### src/rtl/adc_seq_pkg.sv
package adc_seq_pkg;

  typedef enum logic {
    SMODE_SEPARATE = 1'b0,
    SMODE_PAIRED   = 1'b1
  } smode_e;

  // Index advance after a sampling edge: a paired capture keeps the
  // same index for its channel-2 word.
  function automatic logic idx_bump(input smode_e mode, input logic sel_now);
    return (mode == SMODE_SEPARATE) || sel_now;
  endfunction

  // MSB transform for the two's complement view of a straight-binary word.
  function automatic logic msb_fmt(input logic msb, input logic twos);
    return msb ^ twos;
  endfunction

endpackage

### src/rtl/adc_seq_ctrl.sv
module adc_seq_ctrl
  import adc_seq_pkg::*;
#(
  parameter int unsigned IDX_W       = 8,
  parameter int unsigned STARTUP_CYC = 64
) (
  input  logic             clk,
  input  logic             rst_n,
  input  logic             enable,
  input  logic             mode_req,
  output logic             pdn_n,
  output logic             ss,
  output logic             sel,
  output logic             armed,
  output logic             flush,
  output logic             mode_ignored,
  output logic             tag_vld,
  output logic             tag_chan,
  output logic [IDX_W-1:0] tag_idx
);
  localparam int unsigned CNT_W   = (STARTUP_CYC < 2) ? 1 : $clog2(STARTUP_CYC);
  localparam int unsigned CNT_END = (STARTUP_CYC < 1) ? 0 : STARTUP_CYC - 1;

  logic             pdn_q;
  smode_e           mode_q;
  logic [CNT_W-1:0] wait_cnt;
  logic             armed_q;
  logic             sel_q;
  logic [IDX_W-1:0] idx_q;
  logic             wait_done;

  assign wait_done    = (wait_cnt == CNT_W'(CNT_END));
  assign flush        = !enable || !pdn_q;
  assign mode_ignored = pdn_q && enable && (smode_e'(mode_req) != mode_q);

  always_ff @(posedge clk or negedge rst_n) begin
    if (!rst_n) begin
      pdn_q    <= 1'b0;
      mode_q   <= SMODE_SEPARATE;
      wait_cnt <= '0;
      armed_q  <= 1'b0;
      sel_q    <= 1'b0;
      idx_q    <= '0;
    end else begin
      pdn_q <= enable;
      if (!enable) mode_q <= smode_e'(mode_req);
      if (flush) begin
        wait_cnt <= '0;
        armed_q  <= 1'b0;
        sel_q    <= 1'b0;
        idx_q    <= '0;
      end else if (!armed_q) begin
        if (wait_done) armed_q  <= 1'b1;
        else           wait_cnt <= wait_cnt + 1'b1;
      end else begin
        sel_q <= ~sel_q;
        idx_q <= idx_q + IDX_W'(idx_bump(mode_q, sel_q));
      end
    end
  end

  assign pdn_n    = pdn_q;
  assign ss       = mode_q;
  assign sel      = sel_q;
  assign armed    = armed_q;
  assign tag_vld  = armed_q;
  assign tag_chan = sel_q;
  assign tag_idx  = idx_q;

endmodule

### src/rtl/adc_seq_tagpipe.sv
module adc_seq_tagpipe #(
  parameter int unsigned DEPTH = 9,
  parameter int unsigned IDX_W = 8
) (
  input  logic             clk,
  input  logic             rst_n,
  input  logic             flush,
  input  logic             in_vld,
  input  logic             in_chan,
  input  logic [IDX_W-1:0] in_idx,
  output logic             out_vld,
  output logic             out_chan,
  output logic [IDX_W-1:0] out_idx
);
  logic             st_vld  [DEPTH];
  logic             st_chan [DEPTH];
  logic [IDX_W-1:0] st_idx  [DEPTH];

  for (genvar g = 0; g < DEPTH; g++) begin : g_stage
    logic             nxt_vld;
    logic             nxt_chan;
    logic [IDX_W-1:0] nxt_idx;

    if (g == 0) begin : g_head
      assign nxt_vld  = in_vld;
      assign nxt_chan = in_chan;
      assign nxt_idx  = in_idx;
    end else begin : g_body
      assign nxt_vld  = st_vld[g-1];
      assign nxt_chan = st_chan[g-1];
      assign nxt_idx  = st_idx[g-1];
    end

    always_ff @(posedge clk or negedge rst_n) begin
      if (!rst_n) begin
        st_vld[g]  <= 1'b0;
        st_chan[g] <= 1'b0;
        st_idx[g]  <= '0;
      end else begin
        st_vld[g]  <= nxt_vld && !flush;
        st_chan[g] <= nxt_chan;
        st_idx[g]  <= nxt_idx;
      end
    end
  end

  assign out_vld  = st_vld[DEPTH-1];
  assign out_chan = st_chan[DEPTH-1];
  assign out_idx  = st_idx[DEPTH-1];

endmodule

### src/rtl/adc_seq_fmt.sv
module adc_seq_fmt
  import adc_seq_pkg::*;
#(
  parameter int unsigned DATA_W = 14,
  parameter int unsigned IDX_W  = 8
) (
  input  logic              clk,
  input  logic              rst_n,
  input  logic              flush,
  input  logic              twos_comp,
  input  logic              tag_vld,
  input  logic              tag_chan,
  input  logic [IDX_W-1:0]  tag_idx,
  input  logic [DATA_W-1:0] raw,
  output logic              out_valid,
  output logic              out_chan,
  output logic [IDX_W-1:0]  out_index,
  output logic [DATA_W-1:0] out_data
);
  logic [DATA_W-1:0] shaped;

  assign shaped = {msb_fmt(raw[DATA_W-1], twos_comp), raw[DATA_W-2:0]};

  always_ff @(posedge clk or negedge rst_n) begin
    if (!rst_n) begin
      out_valid <= 1'b0;
      out_chan  <= 1'b0;
      out_index <= '0;
      out_data  <= '0;
    end else begin
      out_valid <= tag_vld && !flush;
      out_chan  <= tag_chan;
      out_index <= tag_idx;
      out_data  <= shaped;
    end
  end

endmodule

### src/rtl/adc_capture_seq.sv
module adc_capture_seq #(
  parameter int unsigned DATA_W      = 14,
  parameter int unsigned IDX_W       = 8,
  parameter int unsigned ADC_LAT     = 8,
  parameter int unsigned STARTUP_CYC = 64
) (
  input  logic              clk,
  input  logic              rst_n,
  input  logic              enable,
  input  logic              mode_req,
  input  logic              twos_comp,
  input  logic [DATA_W-1:0] adc_data,
  output logic              adc_pdn_n,
  output logic              adc_ss,
  output logic              adc_sel,
  output logic              out_valid,
  output logic              out_chan,
  output logic [IDX_W-1:0]  out_index,
  output logic [DATA_W-1:0] out_data
);
  localparam int unsigned TAG_DEPTH = ADC_LAT + 1;

  logic             armed;
  logic             flush;
  logic             mode_ignored;
  logic             issue_vld;
  logic             issue_chan;
  logic [IDX_W-1:0] issue_idx;
  logic             align_vld;
  logic             align_chan;
  logic [IDX_W-1:0] align_idx;

  adc_seq_ctrl #(
    .IDX_W      (IDX_W),
    .STARTUP_CYC(STARTUP_CYC)
  ) u_ctrl (
    .clk         (clk),
    .rst_n       (rst_n),
    .enable      (enable),
    .mode_req    (mode_req),
    .pdn_n       (adc_pdn_n),
    .ss          (adc_ss),
    .sel         (adc_sel),
    .armed       (armed),
    .flush       (flush),
    .mode_ignored(mode_ignored),
    .tag_vld     (issue_vld),
    .tag_chan    (issue_chan),
    .tag_idx     (issue_idx)
  );

  adc_seq_tagpipe #(
    .DEPTH(TAG_DEPTH),
    .IDX_W(IDX_W)
  ) u_pipe (
    .clk     (clk),
    .rst_n   (rst_n),
    .flush   (flush),
    .in_vld  (issue_vld),
    .in_chan (issue_chan),
    .in_idx  (issue_idx),
    .out_vld (align_vld),
    .out_chan(align_chan),
    .out_idx (align_idx)
  );

  adc_seq_fmt #(
    .DATA_W(DATA_W),
    .IDX_W (IDX_W)
  ) u_fmt (
    .clk      (clk),
    .rst_n    (rst_n),
    .flush    (flush),
    .twos_comp(twos_comp),
    .tag_vld  (align_vld),
    .tag_chan (align_chan),
    .tag_idx  (align_idx),
    .raw      (adc_data),
    .out_valid(out_valid),
    .out_chan (out_chan),
    .out_index(out_index),
    .out_data (out_data)
  );

endmodule

### config.mk
export PLATFORM = sky130hd
export DESIGN_NAME = adc_capture_seq
export DESIGN_NICKNAME = d
export VERILOG_FILES = /design/src/rtl/adc_seq_pkg.sv /design/src/rtl/adc_seq_ctrl.sv /design/src/rtl/adc_seq_tagpipe.sv /design/src/rtl/adc_seq_fmt.sv /design/src/rtl/adc_capture_seq.sv
export SDC_FILE = /design/constraint.sdc
export NUM_CORES = 1
export LEC_CHECK = 0
export BUFFER_PORTS_ARGS = -buffer_cell sky130_fd_sc_hd__clkbuf_2
export CAP_MARGIN = 0
export CORE_MARGIN = 2
export CORE_UTILIZATION = 35
export CTS_BUF_LIST = sky130_fd_sc_hd__clkbuf_8
export CTS_CLUSTER_SIZE = 14
export DETAILED_ROUTE_END_ITERATION = 10
export SYNTH_ARGS = -nofsm -noshare
export SYNTH_HDL_FRONTEND = slang
export SYNTH_SLANG_ARGS = --single-unit
### constraint.sdc
create_clock -name clk -period 1.44 [get_ports clk]
set_clock_uncertainty 0.05 [all_clocks]
set_input_delay 0.144 -clock clk [delete_from_list [all_inputs] [get_ports clk]]
set_output_delay 0.144 -clock clk [all_outputs]
set_load 0.01 [all_outputs]
Word-level counts from Yosys, hierarchy flattened
Index checks and enable logic that the tools add are counted.
{"block": "op_classes", "n_mul": 0, "shift": 0, "mux": 10, "n_addsub": 2, "div_mod_pow": 0, "n_eq_ne": 3, "reduce_logical": 17, "magnitude_cmp": 0, "n_bitwise": 3}
{"cell": "2-to-1 mux 6 bit", "n": 3}
{"cell": "2-to-1 mux 8 bit", "n": 2}
{"cell": "logical AND 1 bit", "n": 10}
{"cell": "adder 8 x 1 -> 8 bit", "n": 1}
{"cell": "adder 6 x 1 -> 6 bit (second input constant)", "n": 1}
{"cell": "equality test 6 bit (second input constant)", "n": 1}
{"cell": "2-to-1 mux 1 bit", "n": 5}
{"cell": "!= test 2 x 1 -> 1 bit (second input constant)", "n": 2}
{"cell": "zero test 1 bit", "n": 3}
{"cell": "logical OR 1 bit", "n": 2}
{"cell": "inverter 1 bit", "n": 2}
{"cell": "AND reduction 2 bit", "n": 1}
{"cell": "nonzero test 2 bit", "n": 1}
{"cell": "bitwise XOR 1 bit", "n": 1}
{"block": "word_totals", "reg_bits": 132, "input_bits": 19, "latch_bits": 0, "n_memories": 0, "mem_bits_rw": 0, "rom_bits": 0, "wordCells": 72, "out_inout_bits": 27}

Longest topological paths before layout
{"block": "logic_depth", "depth_word": 5, "mapped_depth": 7, "mapped_depth_nobuf": 7}

Cells and area by module
Synthesis repeated with hierarchy kept, for this count alone.
{"block": "unflattened", "cells_unflattened": 210, "area_unflattened_um2": 3824.9}
{"mod": "adc_seq_tagpipe", "instances": 1, "area_each_um2": 2308.5, "cells_per_inst": 99, "seq_area_each_um2": 2252.2}
{"mod": "adc_seq_ctrl", "instances": 1, "area_each_um2": 900.9, "cells_per_inst": 85, "seq_area_each_um2": 450.4}
{"mod": "adc_seq_fmt", "instances": 1, "area_each_um2": 615.6, "cells_per_inst": 26, "seq_area_each_um2": 600.6}

Worst setup path after synthesis
OpenSTA, ideal clock, no wires.
{"block": "synth_path", "path_type": "flip-flop to flip-flop", "startpoint": "register u_ctrl.sel_q (netlist: u_ctrl.sel)", "endpoint": "register u_ctrl.idx_q[4] (netlist: u_ctrl.tag_idx[4])", "synth_period_minus_slack_ns": 1.441, "setup_slack_ns": -0.001, "stages_incl_launch_ff": 7, "setup_ns": 0.132, "arrival_time_ns": 1.259, "required_time_ns": 1.258, "n_path_buf": 0, "cell_sequence": "dfrtp_1 nand2b_1 ha_1 ha_1 nand4_1 xor2_1 nor2_1"}
{"block": "synth_between", "elab_chain_cells": 4}
{"item": "start: declaration", "line": "adc_seq_ctrl.sv:28", "text": "logic sel_q;"}
{"item": "start signal: assignment", "line": "adc_seq_ctrl.sv:56", "text": "sel_q <= ~sel_q;"}
{"item": "logical OR 1 bit", "line": "adc_seq_pkg.sv:11", "text": "return (mode == SMODE_SEPARATE) || sel_now;"}
{"item": "adder 8 x 1 -> 8 bit", "line": "adc_seq_ctrl.sv:57", "text": "idx_q <= idx_q + IDX_W'(idx_bump(mode_q, sel_q));"}
{"item": "2-to-1 mux 8 bit", "line": "adc_seq_ctrl.sv:52", "text": "end else if (!armed_q) begin"}
{"item": "2-to-1 mux 8 bit", "line": "adc_seq_ctrl.sv:47", "text": "if (flush) begin"}
{"item": "end signal: assignment", "line": "adc_seq_ctrl.sv:57"}
{"item": "end: declaration", "line": "adc_seq_ctrl.sv:29", "text": "logic [IDX_W-1:0] idx_q;"}
No other way between the ends. The select of a mux whose other input is x is not followed.
A chain may end at the register's enable or synchronous reset.

Final worst setup path
{"block": "layout_path", "startpoint": "register u_ctrl.mode_q (netlist: u_ctrl.ss)", "endpoint": "register u_ctrl.idx_q[5] (netlist: u_ctrl.tag_idx[5])"}
{"block": "layout_between", "elab_chain_cells": 5}
{"item": "start: declaration", "line": "adc_seq_ctrl.sv:25", "text": "smode_e mode_q;"}
{"item": "start signal: assignment", "line": "adc_seq_ctrl.sv:46", "text": "if (!enable) mode_q <= smode_e'(mode_req);"}
{"item": "inverter 1 bit", "line": "adc_seq_pkg.sv:11"}
{"item": "logical OR 1 bit", "line": "adc_seq_pkg.sv:11"}
{"item": "adder 8 x 1 -> 8 bit", "line": "adc_seq_ctrl.sv:57"}
{"item": "2-to-1 mux 8 bit", "line": "adc_seq_ctrl.sv:52"}
{"item": "2-to-1 mux 8 bit", "line": "adc_seq_ctrl.sv:47"}
No other way between the ends. The select of a mux whose other input is x is not followed.

==> results_dict.tcl <==
set metrics [dict create \
    status "completed" \
    grt_pass1_wl_um 8510 \
    reg2reg_from "u_ctrl.ss" \
    wirelength_um 5070 \
    die_x_um 108 \
    dr.pass1.iters 4 \
    cts.sinks 132 \
    via_per_inst 4.14 \
    rows 37 \
    initial_utilization_pct 36.3 \
    post-place-ws_ps -56.5 \
    h-tree-depth 4 \
    finalCriticalPeriod_ps 1380 \
    synth-seq-cells 132 \
    max-cap-violations 0 \
    crit_path_end_kind "flip-flop" \
    synth.distinct_cells 30 \
    synth_adder_area_share_pct 0.994 \
    synth-seq-area-share_pct 87.5 \
    synth_top_family_by_area "simple AND/OR/NAND/NOR gates" \
    setup-violations-final 0 \
    core_area_mm2 0.0104 \
    synthArstFlopShare_pct 100 \
    overflow 0 \
    p_per_area_mw_per_mm2 1470 \
    layout-drive-gt1-share_pct 31.7 \
    cp_slowest_cell "dfrtp_1" \
    final_max_slew_viol_count 0 \
    die_area_mm2 0.0116 \
    tightestPinTransition_ps 425 \
    die_h_um 108 \
    yosysMostFrequentCell "dfrtp_1" \
    synthSimpleGateAreaFrac_pct 5.73 \
    cts_tree "yes" \
    synthFlopType "dfrtp_1" \
    nets 312 \
    grt_pass1_vias 1917 \
    hold_violations 0 \
    antenna_found_initial 0 \
    cts_buffer_depth 2 \
    drcViolationCount 0 \
    synth_top_area_cell "dfrtp_1" \
    vias 1819 \
    synth_area_per_cell_um2 18.4 \
    dpl_cell_area_mm2 0.00421 \
    grt_max_degree 45 \
    reg2reg_depth 5 \
    yosysWarnings 0 \
    cts_buffers 17 \
    first_iter_violations 83 \
    wl_per_cell_um 11.6 \
    final_area_mm2 0.00492 \
    hpwl_um 2900 \
    synth_compound_area_share_pct 1.56 \
    worstPathArrival_ps 1660 \
    synth_fp_nets 227 \
    ff2ff_setup_slack_ps 60 \
    area_growth_pct 30.2 \
    antenna_left 0 \
    synthCells 205 \
    cp-start-kind "flip-flop" \
    slew_headroom_pct 71.7 \
    period_share_pct 95.7 \
    portBuffers 45 \
    synthMuxAreaShare_pct 1.09 \
    cts-root-buf "clkbuf_8" \
    slowest_delay_ps 420 \
    gp_congestion 0.760 \
    worst_slack_ps 62.0 \
    num_io_pins 46 \
    gr-usage-all-layers_pct 9.96 \
    path_max_fanout 4 \
    critPathKind "reg2reg" \
    synth_top_area_share_pct 87.5 \
    ir_drop_uv 790 \
    path_clk_slew_ps 70 \
    required_ps 1720 \
    timing.fmax_ghz 0.726 \
    synthXorXnorAreaFrac_pct 1.86 \
    crit_chain "nand2b_4 -> ha_4 -> nand4_4 -> or3_1 -> a21oi_1" \
    clk_latency_ps 410 \
    synth-edff-count 0 \
    worstHoldPathType "in2async" \
    yosys-top-cells-count "dfrtp_1, nor2_1, and3_1" \
    worstReg2RegEnd "u_ctrl.tag_idx[5]" \
    leakage_nw 2.52 \
    diodes 0 \
    synth_area_leaders "dfrtp_1, and3_1, nor2_1, ha_1, xnor2_1" \
    synthesis.area_mm2 0.00378 \
]
final cells by class:
type | count | area [um^2]
sequential | 132 | 3300
clock inverter | 14 | 186
tap | 136 | 170
fill | 906 | 5500
multi-input combinational | 65 | 504
clock buffer | 18 | 248
timing repair buffer | 71 | 493
inverter | 3 | 11.3
sequential cells by signal (all words and copies together) (netlist names):
name,count
u_ctrl.tag_idx,8
u_ctrl.sel,1
u_pipe.g_stage.nxt_idx,64
u_pipe.out_chan,1
u_fmt.out_chan,1
u_ctrl.ss,1
u_pipe.out_idx,8
u_fmt.out_data,14
u_pipe.g_stage.nxt_vld,8
u_ctrl.armed,1
u_ctrl.wait_cnt,6
u_fmt.out_index,8
u_ctrl.pdn_n,1
u_pipe.out_vld,1
u_pipe.g_stage.nxt_chan,8
u_fmt.out_valid,1
timing repair:
action	in CTS	in global routing
setup endpoints to repair	3	9
hold endpoints to repair	85	0
pin swaps	0	5
resized for setup	3	10
gates cloned	0	0
hold buffers	18	0
buffers inserted	0	2
metal layers:
metal / share of wire, % / global-route usage [%] / up-vias
met4: 1.6 / 6.50 / 0
li1: - / - / 838
met2: 49 / 15.4 / 64
met3: 6.3 / 4.96 / 11
met5: 0 / 0 / -
met1: 43 / 10.8 / 906
stage by stage:
step                util (%)  power (W)  cells  TNS, ps  hold WS (ps)
finish                  47.2    0.00724    439        0           163
global route            47.2    0.00756    439    -6.18           160
CTS                     46.4    0.00735    437        0           153
detailed placement      40.4    0.00400    387    -95.2          65.2
global placement        40.4    0.00399    387        0          59.1
floorplan                  -    0.00386    205        0          -202
cell usage in the layout, fill, tap and decap left out, drive strengths merged, types with 3 or more instances in the layout:
cell	n
dfrtp	132
clkbuf	62
dlygate4sd3	18
nor2	14
and3	11
buf	9
inv	6
xor2	4
xnor2	4
bufinv	4
nand3	4
nand2	4
clkinv	4
a21oi	3
mux2i	3
ha	3
clkinvlp	3
power breakdown:
part           internal, W  leakage [nW]  switching [W]  total (W)
clock              0.00192         0.218        0.00134    0.00326
sequential         0.00373          1.81      0.0000140    0.00375
combinational    0.0000991         0.499       0.000128   0.000228
critical path, delay by kind of cell, from the launching register on:
kind	cells	cell delay [ps]
AOI/OAI and AO/OA	1	140
DFF	1	420
adders and majority gates	1	160
and+or+nand+nor	3	530
how the worst max path moves through the flow:
stage,start,to,slack (ps),cells after the start
floorplan,u_ctrl.sel,u_ctrl.tag_idx[6],20,7
global placement,u_ctrl.wait_cnt[0],u_ctrl.wait_cnt[1],30,5
detailed placement,u_ctrl.wait_cnt[0],u_ctrl.wait_cnt[2],-60,4
CTS,u_ctrl.wait_cnt[0],u_ctrl.wait_cnt[2],9,4
global route,u_ctrl.wait_cnt[0],u_ctrl.wait_cnt[5],-6,5
finish,u_ctrl.ss,u_ctrl.tag_idx[5],60,5
kinds of logic after synthesis:
family,after synthesis
adders and majority gates,3
xor gates and xnor gates,8
DFF,132
muxes,4
buffers and inverters,8
AOI/OAI and AO/OA,9
and+or+nand+nor,41
Power figures use the tool's default switching activity.
